## config.mk

```make
export PLATFORM = sky130hd
export DESIGN_NAME = adc_seq_flags
export DESIGN_NICKNAME = d
export VERILOG_FILES = /design/src/rtl/adc_seq_flags_pkg.sv /design/src/rtl/adc_trig_detect.sv /design/src/rtl/adc_seq_ctrl.sv /design/src/rtl/adc_flag_bank.sv /design/src/rtl/adc_seq_flags.sv
export SDC_FILE = /design/constraint.sdc
export NUM_CORES = 1
export LEC_CHECK = 0
export ABC_AREA = 0
export BUFFER_PORTS_ARGS = -buffer_cell sky130_fd_sc_hd__buf_2
export CORE_UTILIZATION = 55
export CTS_BUF_LIST = sky130_fd_sc_hd__clkbuf_4
export CTS_CLUSTER_SIZE = 40
export DETAILED_ROUTE_END_ITERATION = 6
export PLACE_DENSITY = 0.86
export SETUP_SLACK_MARGIN = 0.02
export SLEW_MARGIN = 30
export SYNTH_ARGS = -nofsm -noshare
export SYNTH_HDL_FRONTEND = slang
export SYNTH_SLANG_ARGS = --single-unit
```

## constraint.sdc

```tcl
create_clock -name clk -period 2.4 [get_ports clk]
set_input_delay 0.6 -clock clk [delete_from_list [all_inputs] [get_ports clk]]
set_output_delay 0.6 -clock clk [all_outputs]
set_load 0.02 [all_outputs]
```

## src/rtl/adc_seq_flags_pkg.sv

```systemverilog
package adc_seq_flags_pkg;

   localparam int REG_AW = 3;

   typedef enum logic [REG_AW-1:0] {
      A_OPT      = 3'd0,
      A_TRIG     = 3'd1,
      A_LEN      = 3'd2,
      A_START    = 3'd3,
      A_STATUS   = 3'd4,
      A_DONE_MAP = 3'd5
   } reg_addr_e;

   // status bit positions
   localparam int ST_SEQ  = 0;
   localparam int ST_TOVR = 1;
   localparam int ST_FOVR = 2;
   localparam int ST_IRQ  = 3;
   localparam int ST_BUSY = 4;
   localparam int ST_BITS = 5;

   typedef struct packed {
      logic fast_clr;
      logic irq_en;
   } opt_t;

   typedef struct packed {
      logic pol_hi;
      logic level_mode;
      logic enable;
   } trig_cfg_t;

endpackage

```

## src/rtl/adc_trig_detect.sv

```systemverilog
module adc_trig_detect #(
   parameter int SYNC_STAGES = 2
) (
   input  logic clk,
   input  logic rst_n,
   input  logic trig_in,
   input  logic pol_hi,
   output logic act_edge,
   output logic act_level
);

   logic synced;
   logic act_q;

   generate
      if (SYNC_STAGES == 0) begin : g_nosync
         assign synced = trig_in;
      end else if (SYNC_STAGES == 1) begin : g_sync1
         logic s1;
         always_ff @(posedge clk or negedge rst_n) begin
            if (!rst_n) s1 <= 1'b0;
            else        s1 <= trig_in;
         end
         assign synced = s1;
      end else begin : g_syncn
         logic [SYNC_STAGES-1:0] sh;
         always_ff @(posedge clk or negedge rst_n) begin
            if (!rst_n) sh <= '0;
            else        sh <= {sh[SYNC_STAGES-2:0], trig_in};
         end
         assign synced = sh[SYNC_STAGES-1];
      end
   endgenerate

   assign act_level = pol_hi ? synced : ~synced;

   always_ff @(posedge clk or negedge rst_n) begin
      if (!rst_n) act_q <= 1'b0;
      else        act_q <= act_level;
   end

   assign act_edge = act_level & ~act_q;

endmodule

```

## src/rtl/adc_seq_ctrl.sv

```systemverilog
module adc_seq_ctrl #(
   parameter int MAX_SLOTS = 8,
   parameter int SLOT_W    = 3
) (
   input  logic              clk,
   input  logic              rst_n,
   input  logic              start,
   input  logic              abort,
   input  logic              conv_done,
   input  logic [SLOT_W-1:0] last_idx,
   output logic              busy,
   output logic [SLOT_W-1:0] slot,
   output logic              done_acc,
   output logic              seq_end
);

   assign done_acc = conv_done & busy & ~start & ~abort;
   assign seq_end  = done_acc & (slot == last_idx);

   always_ff @(posedge clk or negedge rst_n) begin
      if (!rst_n) begin
         busy <= 1'b0;
         slot <= '0;
      end else if (start) begin
         busy <= 1'b1;
         slot <= '0;
      end else if (abort) begin
         busy <= 1'b0;
         slot <= '0;
      end else if (seq_end) begin
         busy <= 1'b0;
         slot <= '0;
      end else if (done_acc) begin
         slot <= slot + 1'b1;
      end
   end

endmodule

```

## src/rtl/adc_flag_bank.sv

```systemverilog
module adc_flag_bank #(
   parameter int MAX_SLOTS = 8,
   parameter int SLOT_W    = 3
) (
   input  logic                 clk,
   input  logic                 rst_n,
   input  logic                 reg_start,
   input  logic                 trig_start,
   input  logic                 abort,
   input  logic                 done_acc,
   input  logic                 seq_end,
   input  logic [SLOT_W-1:0]    done_slot,
   input  logic                 irq_en,
   input  logic                 ovr_edge,
   input  logic                 w1c_seq,
   input  logic                 w1c_tovr,
   input  logic                 w1c_fovr,
   input  logic                 res_clr,
   input  logic [SLOT_W-1:0]    res_slot,
   output logic                 seq_done,
   output logic [MAX_SLOTS-1:0] ccf,
   output logic                 trig_ovr,
   output logic                 fifo_ovr,
   output logic                 irq_flag
);

   logic seq_clr;
   logic slot_hit;

   assign seq_clr  = w1c_seq | res_clr;
   assign slot_hit = done_acc & ccf[done_slot];

   always_ff @(posedge clk or negedge rst_n) begin
      if (!rst_n)          seq_done <= 1'b0;
      else if (reg_start)  seq_done <= 1'b0;
      else if (seq_end)    seq_done <= 1'b1;
      else if (seq_clr)    seq_done <= 1'b0;
   end

   always_ff @(posedge clk or negedge rst_n) begin
      if (!rst_n)                  irq_flag <= 1'b0;
      else if (reg_start)          irq_flag <= 1'b0;
      else if (seq_end && irq_en)  irq_flag <= 1'b1;
      else if (seq_clr)            irq_flag <= 1'b0;
   end

   genvar i;
   generate
      for (i = 0; i < MAX_SLOTS; i++) begin : g_ccf
         always_ff @(posedge clk or negedge rst_n) begin
            if (!rst_n)
               ccf[i] <= 1'b0;
            else if (reg_start)
               ccf[i] <= 1'b0;
            else if (done_acc && (int'(done_slot) == i))
               ccf[i] <= 1'b1;
            else if (res_clr && (int'(res_slot) == i))
               ccf[i] <= 1'b0;
         end
      end
   endgenerate

   always_ff @(posedge clk or negedge rst_n) begin
      if (!rst_n)                       fifo_ovr <= 1'b0;
      else if (reg_start || trig_start) fifo_ovr <= 1'b0;
      else if (slot_hit)                fifo_ovr <= 1'b1;
      else if (w1c_fovr)                fifo_ovr <= 1'b0;
   end

   always_ff @(posedge clk or negedge rst_n) begin
      if (!rst_n)         trig_ovr <= 1'b0;
      else if (abort)     trig_ovr <= 1'b0;
      else if (ovr_edge)  trig_ovr <= 1'b1;
      else if (w1c_tovr)  trig_ovr <= 1'b0;
   end

endmodule

```

## src/rtl/adc_seq_flags.sv

```systemverilog
module adc_seq_flags
   import adc_seq_flags_pkg::*;
#(
   parameter int MAX_SLOTS   = 8,
   parameter int DATA_W      = 8,
   parameter int SYNC_STAGES = 2,
   localparam int SLOT_W     = (MAX_SLOTS > 1) ? $clog2(MAX_SLOTS) : 1
) (
   input  logic              clk,
   input  logic              rst_n,
   input  logic              wr_en,
   input  logic [REG_AW-1:0] wr_addr,
   input  logic [DATA_W-1:0] wr_data,
   input  logic [REG_AW-1:0] rd_addr,
   output logic [DATA_W-1:0] rd_data,
   input  logic              res_rd,
   input  logic [SLOT_W-1:0] res_slot,
   input  logic              trig_in,
   input  logic              conv_done,
   output logic              seq_busy,
   output logic [SLOT_W-1:0] cur_slot,
   output logic              irq
);

   generate
      if (MAX_SLOTS < 1 || MAX_SLOTS > DATA_W) begin : g_bad_slots
         $error("MAX_SLOTS must lie in 1..DATA_W");
      end
      if (DATA_W < ST_BITS || DATA_W < SLOT_W) begin : g_bad_width
         $error("DATA_W too narrow for status or length field");
      end
      if (SYNC_STAGES < 0) begin : g_bad_sync
         $error("SYNC_STAGES must not be negative");
      end
   endgenerate

   opt_t              opt_q;
   trig_cfg_t         trig_q;
   logic [SLOT_W-1:0] len_q;
   logic [SLOT_W-1:0] last_idx;

   logic wr_opt, wr_trig, wr_len, ctl_wr, reg_start, wr_stat;
   logic act_edge, act_level, trig_start, ovr_edge;
   logic done_acc, seq_end;
   logic seq_done, trig_ovr, fifo_ovr, irq_flag;
   logic [MAX_SLOTS-1:0] ccf;

   assign wr_opt    = wr_en && (wr_addr == A_OPT);
   assign wr_trig   = wr_en && (wr_addr == A_TRIG);
   assign wr_len    = wr_en && (wr_addr == A_LEN);
   assign reg_start = wr_en && (wr_addr == A_START);
   assign wr_stat   = wr_en && (wr_addr == A_STATUS);
   assign ctl_wr    = wr_opt | wr_trig | wr_len;

   always_ff @(posedge clk or negedge rst_n) begin
      if (!rst_n) begin
         opt_q  <= '0;
         trig_q <= '0;
         len_q  <= '0;
      end else begin
         if (wr_opt)  opt_q  <= opt_t'(wr_data[$bits(opt_t)-1:0]);
         if (wr_trig) trig_q <= trig_cfg_t'(wr_data[$bits(trig_cfg_t)-1:0]);
         if (wr_len)  len_q  <= wr_data[SLOT_W-1:0];
      end
   end

   assign last_idx = (int'(len_q) >= MAX_SLOTS) ? SLOT_W'(MAX_SLOTS - 1) : len_q;

   adc_trig_detect #(.SYNC_STAGES(SYNC_STAGES)) u_trig (
      .clk       (clk),
      .rst_n     (rst_n),
      .trig_in   (trig_in),
      .pol_hi    (trig_q.pol_hi),
      .act_edge  (act_edge),
      .act_level (act_level)
   );

   assign ovr_edge   = trig_q.enable & act_edge & seq_busy;
   assign trig_start = trig_q.enable & ~seq_busy & ~ctl_wr & ~reg_start &
                       (trig_q.level_mode ? act_level : act_edge);

   adc_seq_ctrl #(.MAX_SLOTS(MAX_SLOTS), .SLOT_W(SLOT_W)) u_seq (
      .clk       (clk),
      .rst_n     (rst_n),
      .start     (reg_start | trig_start),
      .abort     (ctl_wr),
      .conv_done (conv_done),
      .last_idx  (last_idx),
      .busy      (seq_busy),
      .slot      (cur_slot),
      .done_acc  (done_acc),
      .seq_end   (seq_end)
   );

   adc_flag_bank #(.MAX_SLOTS(MAX_SLOTS), .SLOT_W(SLOT_W)) u_flags (
      .clk        (clk),
      .rst_n      (rst_n),
      .reg_start  (reg_start),
      .trig_start (trig_start),
      .abort      (ctl_wr),
      .done_acc   (done_acc),
      .seq_end    (seq_end),
      .done_slot  (cur_slot),
      .irq_en     (opt_q.irq_en),
      .ovr_edge   (ovr_edge),
      .w1c_seq    (wr_stat & wr_data[ST_SEQ]),
      .w1c_tovr   (wr_stat & wr_data[ST_TOVR]),
      .w1c_fovr   (wr_stat & wr_data[ST_FOVR]),
      .res_clr    (res_rd & opt_q.fast_clr),
      .res_slot   (res_slot),
      .seq_done   (seq_done),
      .ccf        (ccf),
      .trig_ovr   (trig_ovr),
      .fifo_ovr   (fifo_ovr),
      .irq_flag   (irq_flag)
   );

   assign irq = irq_flag;

   always_comb begin
      rd_data = '0;
      case (rd_addr)
         A_OPT:      rd_data[$bits(opt_t)-1:0]      = opt_q;
         A_TRIG:     rd_data[$bits(trig_cfg_t)-1:0] = trig_q;
         A_LEN:      rd_data[SLOT_W-1:0]            = len_q;
         A_STATUS: begin
            rd_data[ST_SEQ]  = seq_done;
            rd_data[ST_TOVR] = trig_ovr;
            rd_data[ST_FOVR] = fifo_ovr;
            rd_data[ST_IRQ]  = irq_flag;
            rd_data[ST_BUSY] = seq_busy;
         end
         A_DONE_MAP: rd_data[MAX_SLOTS-1:0] = ccf;
         default:    rd_data = '0;
      endcase
   end

endmodule

```

## Word level (Yosys, flattened, before mapping)

Cells that the tools add are included.

| storage, ports and cells | value |
|---|---|
| flip-flop bits (word level) | 27 |
| latch bits | 0 |
| memory bits (writable) | 0 |
| memory bits (read-only) | 0 |
| output and inout bits | 13 |
| logic and storage cells | 164 |
| memories kept | 0 |

| operators by class | value |
|---|---|
| $add $sub $neg | 1 |
| multiply operators | 0 |
| div/mod/pow operators | 0 |
| order comparisons | 1 |
| equal/unequal tests | 23 |
| shift operators | 0 |
| mux-type cells | 50 |
| bitwise logic cells | 26 |
| reduce and logical (&&, ||, !) cells | 41 |

Operator list:

| operator | count |
|---|---|
| two-way mux 1 bit | 41 |
| nonzero test 3 bit | 13 |
| equality test 3 bit, second input constant | 11 |
| logical AND 1 bit | 22 |
| equality test 3 x 2 -> 1 bit, second input constant | 7 |
| AND 1 bit | 16 |
| two-way mux 3 bit | 5 |
| equality test 3 x 1 -> 1 bit, second input constant | 4 |
| logical NOT 3 bit | 4 |
| case mux 2 bit (5 select lines) | 1 |
| NOT 1 bit | 6 |
| less-than comparator 3 x 4 -> 1 bit, second input constant | 1 |
| bitwise OR 1 bit | 4 |
| case mux 1 bit (4 select lines) | 1 |
| case mux 2 bit (2 select lines) | 1 |
| nonzero test 4 bit | 1 |
| adder 3 x 1 -> 3 bit, second input constant | 1 |
| binary-select mux 1 bit (select 3 bit) | 1 |
| equality test 3 bit | 1 |
| logical OR 1 bit | 1 |

## Logic depth before layout (Yosys ltp)

| logic depth | value |
|---|---|
| depth after elaboration | 16 |
| mapped depth | 6 |
| depth with buffers taken out | 5 |

## Modules after synthesis

From an unflattened synthesis, not the netlist that was laid out.

| unflattened totals | value |
|---|---|
| cell total of the unflattened synthesis | 158 |
| area, all modules | 1631.6 um^2 |

By module, submodules not included:

| module | instances | cells each | area an instance (um^2) | sequential area each (um^2) |
|---|---|---|---|---|
| adc_flag_bank | 1 | 61 | 628.1 | 300.3 |
| adc_seq_flags | 1 | 60 | 620.6 | 200.2 |
| adc_seq_ctrl | 1 | 32 | 290.3 | 100.1 |
| adc_trig_detect | 1 | 5 | 92.6 | 75.1 |

## Worst setup path after synthesis

No wires, ideal clock.

| timing path | value |
|---|---|
| path type | in2out |
| from | in rd_addr[0] |
| to | out rd_data[1] |
| arrival time | 1475 ps |
| data required time | 1800 ps |
| setup slack | 325 ps |
| stages | 4 |
| path buffers | 1 |
| path through | buf_2 mux4_2 inv_1 o21ai_0 |

| between the ends | value |
|---|---|
| word-level cells in the longest chain between the ends | 2 |

Ends and longest elaborated chain:

| what | RTL line | source |
|---|---|---|
| start: declaration | adc_seq_flags.sv:14 | `input logic [REG_AW-1:0] rd_addr,` |
| equality test 3 bit (tied with other cells) | adc_seq_flags.sv:122 | `case (rd_addr)` |
| case mux 2 bit (5 select lines) * | adc_seq_flags.sv:122 |  |
| end: declaration | adc_seq_flags.sv:15 | `output logic [DATA_W-1:0] rd_data,` |

Mark *: on every way between the ends. The rest lies on a longest branch, timed or not.

## Worst setup path after layout

| timing path | value |
|---|---|
| from | in rd_addr[0] |
| to | out rd_data[0] |

The elaborated chain is that of the path after synthesis.

==> out/metrics.yaml <==
timing:
  fin_worst_skew_ps: 5.74
  final.period_utilization_pct: 93.0
  finalSetupViolCount: 0
  rsz0062_at_grt: "no"
  final.setup.tns_ps: 0
  slew_violations: 0
  relSlewSlack_pct: 58.6
  finalCriticalPeriod_ps: 2230
  clock.fmax_mhz: 448
  worstMarginPinSlew_ps: 618
  hold_violations: 0
drt:
  vias: 1336
  first_pass_iters: 4
  wl_per_cell_um: 16.6
  vias_per_cell: 6.19
  drtAntennaViolNets: 0
  wl_um: 3580
  drtIter0Drc: 101
  drc_errors: 0
worst_setup_path:
  cpMaxStageDelayCell: "mux2_2"
  cpPeakStageDelay_ps: 370
  path_max_fanout: 11
  arrival_ps: 1630
  worstSetupStartpointType: "input pin"
  cp.required_ps: 1800
  cp-end-kind: "output pin"
  cpMostUsedCell: "buf_2"
  crit_chain: "buf_2 > mux2_2 > a22oi_1 > o22ai_1 > buf_2"
  critPathKind: "input pin to output pin"
place:
  dp_cells: 212
  gp_congestion: 0.853
  portBuffers: 30
  post-dp-hpwl_um: 2770
global_route:
  gr-usage-all-layers_pct: 24.9
  grt_overflow: 0
  grt_first_pass_wirelength_um: 5980
  grt_max_degree: 28
  grt_pass1_vias: 1268
  antenna_found_initial: 0
clocking:
  clockBufferDepth: 2
  clkLatencyLatePin_ps: 340
  postCtsSetupBuffers: 0
  numCtsBuffers: 3
  cts_tree: "yes"
  cts_max_level: 1
  clockRootBuffer: "clkbuf_4"
  cts.hold.buffers_added: 0
  cts-resized-gates: 0
  clock-sinks: 27
  path_clk_slew_ps: 150
layout:
  area_delta_synth_final_pct: 12.0
  layout-drive-gt1-share_pct: 26.3
  diodes: 0
  instances_no_fill: 216
  fin_nets: 216
logic_synthesis:
  ys_async_sr_fraction_pct: 100
  ys_ff_latch: 27
  postSynthAreaPerCell_um2: 10.1
  synth_top_flop_cell: "dfrtp_1"
  synth_edf_count: 0
  ys_types: 35
  synth.cell_area_um2: 1570
  ys_seq_area_share_pct: 43.1
  synth_fp_nets: 184
  syn_inst: 155
  ys.warnings.count: 0
die:
  ios: 36
  dieArea_um2: 3070
  fp.dieH_um: 55.4
  coreArea_um2: 2590
  initial_utilization_pct: 60.5
  fp.dieW_um: 55.4
  fp-row-count: 18
power:
  ir_worst_vdd_mv: 0.472
  p_leak_nw: 0.802
  power_mw: 1.35
  power_per_cell_area_nw_per_um2: 770
flow_run:
  cap_violations: 0
run_status:
  status: "completed"
min_path:
  hold_class: "input pin to asynchronous set/reset pin"
layout make-up:
type / count / area (um^2)
clock buffers: 3 / 22.5
clock inverters: 1 / 5.00
fillers: 194 / 835
inverters: 5 / 18.8
multi-input cells: 120 / 846
flip-flops and latches: 27 / 676
well taps: 30 / 37.5
repair buffers: 30 / 150
critical path: cells and delay by family:
kind | cells | cell delay, ps
multiplexers | 1 | 370
AO/OA/AOI/OAI | 2 | 270
buffers and inverters | 2 | 380
cells in the final DEF (no fill, tap or decap), types with 2 or more instances in the layout:
| cell | Yosys | layout |
|---|---|---|
| xnor2_1 | 2 | 2 |
| mux2_2 | 8 | 8 |
| nor2b_1 | 3 | 3 |
| a21oi_1 | 14 | 14 |
| o31ai_1 | 3 | 3 |
| dfrtp_1 | 27 | 27 |
| nand2_1 | 18 | 18 |
| nand3_1 | 7 | 7 |
| inv_1 | 5 | 5 |
| a22oi_1 | 5 | 5 |
| nand4_1 | 2 | 2 |
| and3_1 | 3 | 3 |
| mux2i_1 | 7 | 7 |
| o22ai_1 | 2 | 2 |
| buf_2 | 1 | 30 |
| o21ai_0 | 10 | 10 |
| nor2_1 | 8 | 8 |
| nor3_1 | 4 | 4 |
| nand2b_1 | 4 | 4 |
| ha_1 | 6 | 6 |
| clkbuf_4 | 0 | 3 |
registers in the layout (all words and copies together), names as in the netlist:
signal	flops
opt_q	2
u_trig.g_syncn.sh	2
u_flags.trig_ovr	1
u_seq.slot	3
u_trig.act_q	1
u_seq.busy	1
u_flags.fifo_ovr	1
trig_q	3
u_flags.irq_flag	1
u_flags.ccf	8
last_idx	3
u_flags.seq_done	1
synthesized netlist by cell type, drive strengths merged, types with 4 or more instances:
library cell / instances / area share (%)
xnor2: 4 / 3.9
nand2b: 5 / 2.5
nand3: 8 / 2.9
nor2: 8 / 1.9
dfrtp: 27 / 43
nand2: 18 / 4.3
inv: 5 / 1.2
ha: 6 / 4.8
a22oi: 5 / 2.4
o21ai: 10 / 3.2
mux2: 8 / 5.7
nor3: 4 / 1.3
mux2i: 7 / 4.5
a21oi: 14 / 4.5
per-layer routing:
metal  vias to the layer above  GRT usage, %  routed length, um
li1                        625             -                  -
met4                         0          11.1                 77
met5                         -             0                  0
met2                        56          39.9               1750
met3                         9          2.81                190
met1                       646          34.2               1570
per-stage QoR:
step / utilization (%) / setup slack, ps / hold slack, ps / area, um^2
finish: 67.8 / 169 / 241 / 1760
global route: 67.8 / 87.7 / 290 / 1760
CTS: 67.8 / 181 / 270 / 1760
detailed placement: 66.7 / 182 / 351 / 1730
global placement: 66.7 / 260 / 341 / 1730
floorplan: - / 325 / 304 / 1570
where the power goes:
| group | internal, mW | total [mW] | leakage [nW] | switching (mW) |
|---|---|---|---|---|
| sequential | 0.551 | 0.686 | 0.347 | 0.135 |
| clock | 0.0628 | 0.209 | 0.0177 | 0.146 |
| combinational | 0.217 | 0.457 | 0.437 | 0.240 |
| total | 0.831 | 1.35 | 0.802 | 0.521 |
worst paths after layout:
check	start	to	slack [ps]	cells past startpoint
hold / removal	rst_n	u_flags.irq_flag	240	1
min in group clk	trig_in	u_trig.g_syncn.sh[0]	360	1
max in group asynchronous	rst_n	u_trig.g_syncn.sh[0]	1780	1
setup reg to reg	u_seq.slot[0]	u_seq.busy	750	4
hold reg to reg	u_trig.g_syncn.sh[0]	u_trig.g_syncn.sh[1]	380	0
setup / recovery	rd_addr[0]	rd_data[0]	170	5
cells by family after synthesis:
group                      synth area share, %
adders and majority gates                 4.79
buffers and inverters                     2.95
muxes                                     11.7
DFF                                       43.1
AOI/OAI and AO/OA                         13.4
and+or+nand+nor                           20.2
xor gates and xnor gates                  3.91
Power figures use the tool's default switching activity.
